**config.mk**
```make
export PLATFORM = sky130hd
export DESIGN_NAME = knockout_arbiter
export DESIGN_NICKNAME = d
export VERILOG_FILES = /design/src/rtl/kcr_pkg.sv /design/src/rtl/kcr_fsm.sv /design/src/rtl/kcr_rank.sv /design/src/rtl/kcr_deflect.sv /design/src/rtl/knockout_arbiter.sv
export SDC_FILE = /design/constraint.sdc
export NUM_CORES = 1
export LEC_CHECK = 0
export ABC_CLOCK_PERIOD_IN_PS = 8000
export BUFFER_PORTS_ARGS = -buffer_cell sky130_fd_sc_hd__buf_2
export CORE_MARGIN = 2
export CORE_UTILIZATION = 60
export DETAILED_ROUTE_END_ITERATION = 10
export PLACE_DENSITY_LB_ADDON = 0.08
export SLEW_MARGIN = 20
export SYNTH_ARGS = -nofsm -noshare
export SYNTH_HDL_FRONTEND = slang
export SYNTH_SLANG_ARGS = --single-unit
```
**constraint.sdc**
```tcl
create_clock -name clk -period 8 [get_ports clk]
set_clock_uncertainty 0.2 [all_clocks]
set_input_delay 0.4 -clock clk [delete_from_list [all_inputs] [get_ports clk]]
set_output_delay 0.4 -clock clk [all_outputs]
set_load 0.02 [all_outputs]
```
**src/rtl/kcr_pkg.sv**
```systemverilog
package kcr_pkg;
    typedef enum logic {
        ST_WAIT = 1'b0,
        ST_SHOW = 1'b1
    } kcr_state_e;
endpackage

```
**src/rtl/kcr_fsm.sv**
```systemverilog
module kcr_fsm
    import kcr_pkg::*;
(
    input  logic clk,
    input  logic rst_n,
    input  logic slot_go,
    output logic capture,
    output logic show
);
    kcr_state_e state_q, state_d;

    always_ff @(posedge clk) begin
        if (!rst_n) state_q <= ST_WAIT;
        else        state_q <= state_d;
    end

    always_comb begin
        state_d = state_q;
        unique case (state_q)
            ST_WAIT: if (slot_go) state_d = ST_SHOW;
            ST_SHOW: state_d = slot_go ? ST_SHOW : ST_WAIT;
            default: state_d = ST_WAIT;
        endcase
    end

    always_comb begin
        capture = slot_go;
        show    = (state_q == ST_SHOW);
    end
endmodule

```
**src/rtl/kcr_rank.sv**
```systemverilog
module kcr_rank #(
    parameter int NUM_IN = 8,
    parameter int LINKS  = 3,
    parameter int DEST_W = 3,
    parameter int CNT_W  = 2,
    localparam int IDX_W = $clog2(NUM_IN),
    localparam int N_OUT = 1 << DEST_W,
    localparam int RK_W  = $clog2(NUM_IN + 1)
) (
    input  logic [NUM_IN-1:0]                        vld,
    input  logic [NUM_IN-1:0][DEST_W-1:0]            dst,
    input  logic [NUM_IN-1:0][CNT_W-1:0]             loss,
    output logic [NUM_IN-1:0]                        won,
    output logic [N_OUT-1:0][LINKS-1:0]              lvld,
    output logic [N_OUT-1:0][LINKS-1:0][IDX_W-1:0]   lsrc
);
    logic [NUM_IN-1:0][RK_W-1:0] rank;

    for (genvar i = 0; i < NUM_IN; i++) begin : g_rank
        always_comb begin
            rank[i] = '0;
            for (int j = 0; j < NUM_IN; j++) begin
                if (j != i && vld[j] && dst[j] == dst[i] &&
                    (loss[j] > loss[i] || (loss[j] == loss[i] && j < i)))
                    rank[i] = rank[i] + RK_W'(1);
            end
            won[i] = vld[i] && (int'(rank[i]) < LINKS);
        end
    end

    always_comb begin
        lvld = '0;
        lsrc = '0;
        for (int o = 0; o < N_OUT; o++) begin
            for (int i = 0; i < NUM_IN; i++) begin
                for (int l = 0; l < LINKS; l++) begin
                    if (won[i] && int'(dst[i]) == o && int'(rank[i]) == l) begin
                        lvld[o][l] = 1'b1;
                        lsrc[o][l] = IDX_W'(i);
                    end
                end
            end
        end
    end
endmodule

```
**src/rtl/kcr_deflect.sv**
```systemverilog
module kcr_deflect #(
    parameter int NUM_IN   = 8,
    parameter int CNT_W    = 2,
    parameter int DROP_LIM = 3,
    localparam int IDX_W   = $clog2(NUM_IN),
    localparam int CNT_MAX = (1 << CNT_W) - 1
) (
    input  logic [NUM_IN-1:0]              vld,
    input  logic [NUM_IN-1:0]              won,
    input  logic [NUM_IN-1:0][CNT_W-1:0]   loss,
    input  logic [NUM_IN-1:0]              hol_busy,
    output logic [NUM_IN-1:0]              defl,
    output logic [NUM_IN-1:0]              drop,
    output logic [NUM_IN-1:0][IDX_W-1:0]   port,
    output logic [NUM_IN-1:0][CNT_W-1:0]   new_loss
);
    logic [NUM_IN-1:0] taken;
    logic [CNT_W:0]    inc;
    logic              found;
    int                p;

    always_comb begin
        taken    = '0;
        defl     = '0;
        drop     = '0;
        port     = '0;
        new_loss = '0;
        inc      = '0;
        found    = 1'b0;
        p        = 0;
        for (int i = 0; i < NUM_IN; i++) begin
            inc   = {1'b0, loss[i]} + (CNT_W+1)'(1);
            found = 1'b0;
            if (vld[i] && !won[i]) begin
                new_loss[i] = (int'(inc) > CNT_MAX) ? CNT_W'(CNT_MAX) : inc[CNT_W-1:0];
                if (int'(inc) >= DROP_LIM) begin
                    drop[i] = 1'b1;
                end else begin
                    for (int off = 1; off < NUM_IN; off++) begin
                        p = (i + off) % NUM_IN;
                        if (!found && !hol_busy[p] && !taken[p]) begin
                            found    = 1'b1;
                            taken[p] = 1'b1;
                            port[i]  = IDX_W'(p);
                        end
                    end
                    defl[i] = found;
                    drop[i] = !found;
                end
            end
        end
    end
endmodule

```
**src/rtl/knockout_arbiter.sv**
```systemverilog
module knockout_arbiter #(
    parameter int NUM_IN   = 8,
    parameter int LINKS    = 3,
    parameter int DEST_W   = 3,
    parameter int DROP_LIM = 3,
    localparam int IDX_W   = $clog2(NUM_IN),
    localparam int CNT_W   = $clog2(DROP_LIM + 1),
    localparam int N_OUT   = 1 << DEST_W
) (
    input  logic                                   clk,
    input  logic                                   rst_n,
    input  logic                                   slot_go,
    input  logic [NUM_IN-1:0]                      cell_vld,
    input  logic [NUM_IN-1:0][DEST_W-1:0]          cell_dst,
    input  logic [NUM_IN-1:0][CNT_W-1:0]           cell_loss,
    input  logic [NUM_IN-1:0]                      hol_busy,
    output logic                                   out_vld,
    output logic [N_OUT-1:0][LINKS-1:0]            link_vld,
    output logic [N_OUT-1:0][LINKS-1:0][IDX_W-1:0] link_src,
    output logic [NUM_IN-1:0]                      stat_won,
    output logic [NUM_IN-1:0]                      stat_defl,
    output logic [NUM_IN-1:0]                      stat_drop,
    output logic [NUM_IN-1:0][IDX_W-1:0]           stat_port,
    output logic [NUM_IN-1:0][CNT_W-1:0]           stat_loss
);
    logic                                   capture;
    logic [NUM_IN-1:0]                      won_c, defl_c, drop_c;
    logic [NUM_IN-1:0][IDX_W-1:0]           port_c;
    logic [NUM_IN-1:0][CNT_W-1:0]           loss_c;
    logic [N_OUT-1:0][LINKS-1:0]            lvld_c;
    logic [N_OUT-1:0][LINKS-1:0][IDX_W-1:0] lsrc_c;

    kcr_fsm u_fsm (
        .clk     (clk),
        .rst_n   (rst_n),
        .slot_go (slot_go),
        .capture (capture),
        .show    (out_vld)
    );

    kcr_rank #(
        .NUM_IN (NUM_IN), .LINKS (LINKS), .DEST_W (DEST_W), .CNT_W (CNT_W)
    ) u_rank (
        .vld  (cell_vld),
        .dst  (cell_dst),
        .loss (cell_loss),
        .won  (won_c),
        .lvld (lvld_c),
        .lsrc (lsrc_c)
    );

    kcr_deflect #(
        .NUM_IN (NUM_IN), .CNT_W (CNT_W), .DROP_LIM (DROP_LIM)
    ) u_defl (
        .vld      (cell_vld),
        .won      (won_c),
        .loss     (cell_loss),
        .hol_busy (hol_busy),
        .defl     (defl_c),
        .drop     (drop_c),
        .port     (port_c),
        .new_loss (loss_c)
    );

    always_ff @(posedge clk) begin
        if (!rst_n) begin
            link_vld  <= '0;
            link_src  <= '0;
            stat_won  <= '0;
            stat_defl <= '0;
            stat_drop <= '0;
            stat_port <= '0;
            stat_loss <= '0;
        end else if (capture) begin
            link_vld  <= lvld_c;
            link_src  <= lsrc_c;
            stat_won  <= won_c;
            stat_defl <= defl_c;
            stat_drop <= drop_c;
            stat_port <= port_c;
            stat_loss <= loss_c;
        end
    end
endmodule

```
==> results_dict.tcl, run 1 <==
set metrics [dict create \
    cts_num_sinks 161 \
    drtIter0Drc 1993 \
    synth.largest_area_cell "dfxtp_1" \
    synth_nets 2312 \
    arrival_ns 7.83 \
    combPwrFrac 0.309 \
    ioPinCount 220 \
    die_y_um 165 \
    syn_to_final_growth_pct 13.0 \
    ctsHoldBuffers 0 \
    grt_util_all_layers 0.431 \
    routabilityCongestion 1.04 \
    max-cap-violations 0 \
    placed_cells 2642 \
    tightest_slew_ns 1.04 \
    start_util 0.605 \
    netlist_top_cells_area "dfxtp_1 (21%), ha_1 (8.5%), nand2_1 (6.8%)" \
    path_buf_inv 2 \
    cts_tree "done" \
    clkTransAtPathRegs_ns 0.08 \
    synth_top_area_frac 0.206 \
    grt_max_degree 108 \
    totalWireLength_um 60000 \
    path_delay_family "compound AO/OA/AOI/OAI gates" \
    postRouteAntennaNets 0 \
    synth_edf_count 0 \
    root_buffer "clkbuf_16" \
    intPower_uw 1530 \
    max_freq_mhz 131 \
    via_count 17500 \
    startpoint_type "primary input" \
    p_clk_frac 0.349 \
    seqPwrFrac 0.342 \
    min_path_type "primary input to flop" \
    n_fill_cell 2223 \
    cp_slowest_cell "or4_4" \
    p_leak_uw 0.00805 \
    met3_usage 0.0759 \
    yosys_register_bits 161 \
    portBuffers 219 \
    wire_per_inst_um 22.4 \
    fin_util 0.684 \
    grt_busiest_layer "met2" \
    ir_drop_mv 0.116 \
    power_density_nw_per_um2 141 \
    rows 59 \
    fin_ws_ns 0.350 \
    swShare 0.386 \
    syn_inst 2147 \
    htreeDepth 4 \
    dpl.hpwl_um 46500 \
    drt_pass1_iterations 6 \
    clock_latency_ns 0.44 \
    avgViaCountPerCell 6.56 \
    layout.nets 2491 \
    ctsLongestPathBuffers 2 \
    die-area_um2 27400 \
    use_met1 0.511 \
    max_stage_delay_ns 0.54 \
    grt_pass1_wl_um 90000 \
    core_area_um2 25800 \
    postSynthAreaPerCell_um2 7.28 \
    status "finished clean" \
    fin_crit_ns 7.65 \
    synth_cell_types 120 \
    cp_max_fo 9 \
    hold_viol 0 \
    synth_area_um2 15600 \
    critical_path_class "primary input to flop" \
    synth_warnings 0 \
    cp-end-kind "flop" \
    grt_pass1_vias 16200 \
    ys_seq_area_frac 0.206 \
    grtUsageMet2 0.695 \
    reg2reg_slack_ns 6.98 \
    finalNonFillerCells 2675 \
    drc 0 \
    setup_viol 0 \
    rsz0062_at_grt "no" \
    die_w_um 165 \
    grt_overflow 0 \
    switchingPower_uw 961 \
    antenna_found_initial 0 \
    ys_dominant_reg_cell "dfxtp_1" \
    drive_above_1_share 0.176 \
    crit_required_ns 8.18 \
    crit_top_cell "ha_1" \
    cts_setup_buffers 0 \
    cts_buffers 17 \
    preCtsSetupSlack_ns -0.0224 \
    synth-async-reset-ratio 0 \
    maxSlewHeadroom 0.300 \
    slew_viol_final 0 \
    fin_crit_sh 0.956 \
]
-- cell type report --
cell class | count | area (um2) | area share
multi-input cells | 1786 | 11600 | 0.657
flip-flops and latches | 161 | 3220 | 0.182
repair buffers | 272 | 1500 | 0.0847
clock buffers | 18 | 429 | 0.0243
well taps | 335 | 419 | 0.0237
inverters | 88 | 330 | 0.0187
clock inverters | 14 | 161 | 0.00913
diodes | 1 | 2.50 | 0.000142
-- worst reg2reg max path, cell delays in order (launching register included) --
cell	delay, ns
dfxtp_1	0.32
nand2_1	0.05
o21ai_0	0.12
a31o_1	0.22
-- synthesized netlist by cell type, types with 18 or more instances --
master    count
nand2_1     284
nor2_1      210
o21ai_0     203
dfxtp_1     161
a21oi_1     117
ha_1        106
xor2_1       95
inv_1        86
clkbuf_1     76
nand3_1      72
nor2b_1      64
nor3_1       51
and3_1       44
a31oi_1      43
xnor2_1      38
and2_1       27
nand2b_1     23
mux2_2       22
a22o_1       21
o22ai_1      19
buf_2        18
-- stage by stage --
| step | setup TNS, ns | total power (uW) | hold slack, ns | cell area [um2] |
|---|---|---|---|---|
| floorplan | 0 | 1370 | 0.304 | 15600 |
| global placement | 0 | 1590 | 0.224 | 17100 |
| detailed placement | -0.0392 | 1610 | 0.229 | 17100 |
| CTS | 0 | 2460 | 0.0447 | 17700 |
| global route | 0 | 2580 | 0.0805 | 17700 |
| finish | 0 | 2490 | 0.0723 | 17700 |
-- routing by layer --
| layer | share of wire | wire [um] | vias up |
|---|---|---|---|
| met3 | 0.091 | 5480 | 287 |
| met2 | 0.44 | 26700 | 1026 |
| met1 | 0.38 | 22600 | 8170 |
| li1 | - | - | 8052 |
| met5 | 0 | 0 | - |
| met4 | 0.088 | 5280 | 0 |
-- timing repair --
item	CTS	global route
endpoints found under the setup margin	0	6
resized for setup	0	4
hold endpoints to repair	0	0
-- final timing paths --
check                                  start           end  depth (start not counted)
worst max-delay path            cell_loss[1]  stat_drop[7]                         33
worst min-delay path            cell_loss[3]  stat_loss[3]                          3
worst max register to register  stat_drop[7]  stat_drop[7]                          3
worst min register to register  stat_loss[5]  stat_loss[5]                          2
-- registers in the layout, summed over array words and instances, names as in the netlist --
signal and count:
stat_port 24, link_src 72, stat_defl 8, link_vld 24, stat_won 8, stat_loss 16
u_fsm.show 1, stat_drop 8
-- kinds of logic after synthesis --
family	synth area share
adders and majority gates	0.0879
DFF	0.206
AOI/OAI and AO/OA	0.262
buffers and inverters	0.0529
xor gates and xnor gates	0.0944
and+or+nand+nor	0.274
muxes	0.0224
-- power by group through the flow --
stage / Clock [uW] / Sequential [uW] / Combinational, uW
finish: 867 / 852 / 769
floorplan: 0 / 908 / 458
global route: 893 / 855 / 829
CTS: 866 / 851 / 743
detailed placement: 0 / 869 / 738
global placement: 0 / 869 / 720
-- cell usage in the layout (no fill, tap or decap), types with 23 or more instances in the layout --
cell / n
buf_2: 218
o21ai_0: 202
dfxtp_1: 161
nor2_1: 210
nor2b_1: 63
nor3_1: 51
a21oi_1: 117
inv_1: 86
nand2b_1: 23
xnor2_1: 38
nand2_1: 284
xor2_1: 95
and2_1: 27
ha_1: 106
and3_1: 44
nand3_1: 72
a31oi_1: 43
buf_4: 54
Power figures use the tool's default switching activity.
==> run 2, diff against run 1 <==
--- a/config.mk
+++ b/config.mk
@@ -5,10 +5,11 @@
 export SDC_FILE = /design/constraint.sdc
 export NUM_CORES = 1
 export LEC_CHECK = 0
-export ABC_CLOCK_PERIOD_IN_PS = 8000
+export ABC_AREA = 1
+export ABC_CLOCK_PERIOD_IN_PS = 6800
 export BUFFER_PORTS_ARGS = -buffer_cell sky130_fd_sc_hd__buf_2
 export CORE_MARGIN = 2
-export CORE_UTILIZATION = 60
+export CORE_UTILIZATION = 54
 export DETAILED_ROUTE_END_ITERATION = 10
 export PLACE_DENSITY_LB_ADDON = 0.08
 export SLEW_MARGIN = 20
==> constraint.sdc (replaced) <==
create_clock -name clk -period 6.8 [get_ports clk]
set_clock_uncertainty 0.2 [all_clocks]
set_input_delay 0.34 -clock clk [delete_from_list [all_inputs] [get_ports clk]]
set_output_delay 0.34 -clock clk [all_outputs]
set_load 0.02 [all_outputs]
==> run 2 against run 1 <==
Against the previous run: flip-flop and latch count is the same; clock-buffer cell count unchanged; clock power up 21%; synthesized area hardly changed; combinational power is 43% higher; sequential share of layout area is 2.5 points lower; highest routed layer unchanged; die area grew 11%; setup slack worse by 0.72 ns; critical endpoint is now stat_defl[7]; register-to-register slack worse by 1.1 ns; the run now ends with negative setup slack left; via count increased by 12%; sequential power is 17% higher.
==> results_dict.tcl, run 2 <==
set metrics [dict create \
    final_common_cell "nand2_1" \
    syn_inst 2554 \
    power_density_nw_per_um2 154 \
    synth_edf_count 0 \
    synth_most_common_cell "nand2_1" \
    totalWireLength_um 64500 \
    drtIter0Drc 2214 \
    synth-xor-area-share 0.0569 \
    drt_pass1_iterations 6 \
    avgViaCountPerCell 5.79 \
    rsz0062_at_grt "yes" \
    layout.nets 3146 \
    synth_area_um2 15600 \
    power_uw 3150 \
    cts_num_sinks 161 \
    core_area_um2 28600 \
    grt_max_degree 96 \
    n_fill_cell 2436 \
    critical_path_class "primary input to flop" \
    yosys.area_share.simple 0.345 \
    cts_buffers 17 \
    ff_latch_area_um2 3220 \
    die_w_um 174 \
    yosys_register_bits 161 \
    tightest_slew_ns 1.33 \
    grt_busiest_layer "met2" \
    grt_pass1_wl_um 96800 \
    synth_cell_types 66 \
    hold-worst-slack_ns 0.0355 \
    netlist_top_cells_area "dfxtp_1 (21%), nand2_1 (12%), nor2_1 (9.7%)" \
    grt_util_all_layers 0.403 \
    synth_common_cells "nand2_1 (507), nor2_1 (402), inv_1 (360)" \
    via_count 19600 \
    die-area_um2 30300 \
    clock_latency_ns 0.43 \
    fin_crit_ns 7.17 \
    synth_compound_area_frac 0.185 \
    arrival_ns 7.30 \
    startpoint_type "primary input" \
    fin_crit_sh 1.05 \
    synth_nets 2719 \
    max_stage_delay_ns 0.31 \
    rows 62 \
    setup_viol 15 \
    ctsLongestPathBuffers 2 \
    clkTransAtPathRegs_ns 0.08 \
    ys_dominant_reg_cell "dfxtp_1" \
    grtUsageMet2 0.676 \
    largest_reg_flops 72 \
    multi_input_area_um2 11500 \
    cp-end-kind "flop" \
    ys_seq_area_frac 0.206 \
    syn_to_final_growth_pct 30.9 \
    use_met1 0.499 \
    drive_above_1_share 0.267 \
    ioPinCount 220 \
    max_freq_mhz 140 \
    largest_registers "link_src (72), link_vld (24), stat_port (24)" \
    cp_slowest_cell "ha_1" \
    regMostFlops "link_src" \
    antenna_found_initial 1 \
    crit_top_cell "nand2_2" \
    slew_viol_final 0 \
    ir_drop_mv 0.166 \
    portBuffers 219 \
    muxShareOfSynthArea 0.00288 \
    postSynthAreaPerCell_um2 6.12 \
    dpl.hpwl_um 47700 \
    die_y_um 174 \
    maxSlewHeadroom 0.105 \
    final_cell_mix "nand2_1 (453), nor2_1 (389), inv_1 (343), buf_4 (246), buf_2 (217)" \
    synthAdderAreaFrac 0.0849 \
    routabilityCongestion 1.02 \
    drc 0 \
    synth_warnings 0 \
    wire_per_inst_um 19.1 \
    grt_overflow 0 \
    min_path_type "primary input to flop" \
    htreeDepth 4 \
    synth_top_area_frac 0.206 \
    postRouteAntennaNets 0 \
    cp_max_fo 6 \
    grt_pass1_vias 18400 \
    preCtsSetupSlack_ns -0.812 \
    synth.largest_area_cell "dfxtp_1" \
    p_leak_uw 0.0100 \
    start_util 0.546 \
    crit_required_ns 6.94 \
    violations "negative setup slack" \
    root_buffer "clkbuf_16" \
    num_antenna_cells 0 \
    status "complete, but fails checks" \
    hold_viol 0 \
    synth-async-reset-ratio 0 \
    max-cap-violations 0 \
    synth_top_family_by_area "simple AND/OR/NAND/NOR gates" \
    met3_usage 0.0693 \
    cts_tree "done" \
    fin_ws_ns -0.366 \
]
## run 2: worst max-delay path, delay by kind of cell
family,cells,cell delay (ns)
AND/OR/NAND/NOR,40,4.58
adder cells (fa/ha/maj),5,1.25
buffers and inverters,7,0.69
AO/OA/AOI/OAI,2,0.41
## run 2: metrics by stage
step	instance area, um2	cells	util	TNS (ns)
2_1_floorplan	15700	2554	-	0
5_1_grt	20500	3378	0.715	-8.53
3_3_place_gp	18400	3282	0.643	-7.20
3_5_place_dp	18400	3282	0.643	-11.44
4_1_cts	19700	3355	0.689	0
6_report	20500	3378	0.715	-2.91
## run 2: logic make-up after synthesis
family	Yosys count
buf+inv	467
xor+xnor	96
mux	4
fa+ha+maj	106
flops	161
compound gates	500
simple gates	1220
## run 2: area by class of cell
type                            instances  share of cell area
Multi-Input combinational cell       1926               0.563
Clock buffer                           18              0.0215
Clock inverter                         14             0.00832
Timing Repair Buffer                  480               0.153
Sequential cell                       161               0.158
Inverter                              395              0.0733
Tap cell                              384              0.0235
## run 2: routing by layer
metal	up-vias	wire length [um]
met4	0	3780
met5	-	0
li1	9096	-
met1	9072	25200
met3	278	5840
met2	1120	29600
## run 2: final timing paths
path | from | end | slack (ns) | cells past startpoint
max reg2reg | link_src[55] | link_src[55] | 5.84 | 2
min | cell_loss[1] | stat_port[0] | 0.04 | 3
min reg2reg | stat_loss[2] | stat_loss[2] | 0.25 | 2
max | cell_loss[3] | stat_defl[7] | -0.37 | 54
## run 2: what timing repair did
action,CTS,global route
endpoints found under the hold margin,1,0
hold buffers,1,0
setup buffers,40,23
pin swaps,84,113
endpoints found under the setup margin,16,31
cloned,0,0
resized for setup,86,142
## run 2: power by group
part	total, uW	internal [uW]	switching [uW]
Combinational	1100	356	740
Sequential	1000	982	22.2
Clock	1050	538	507
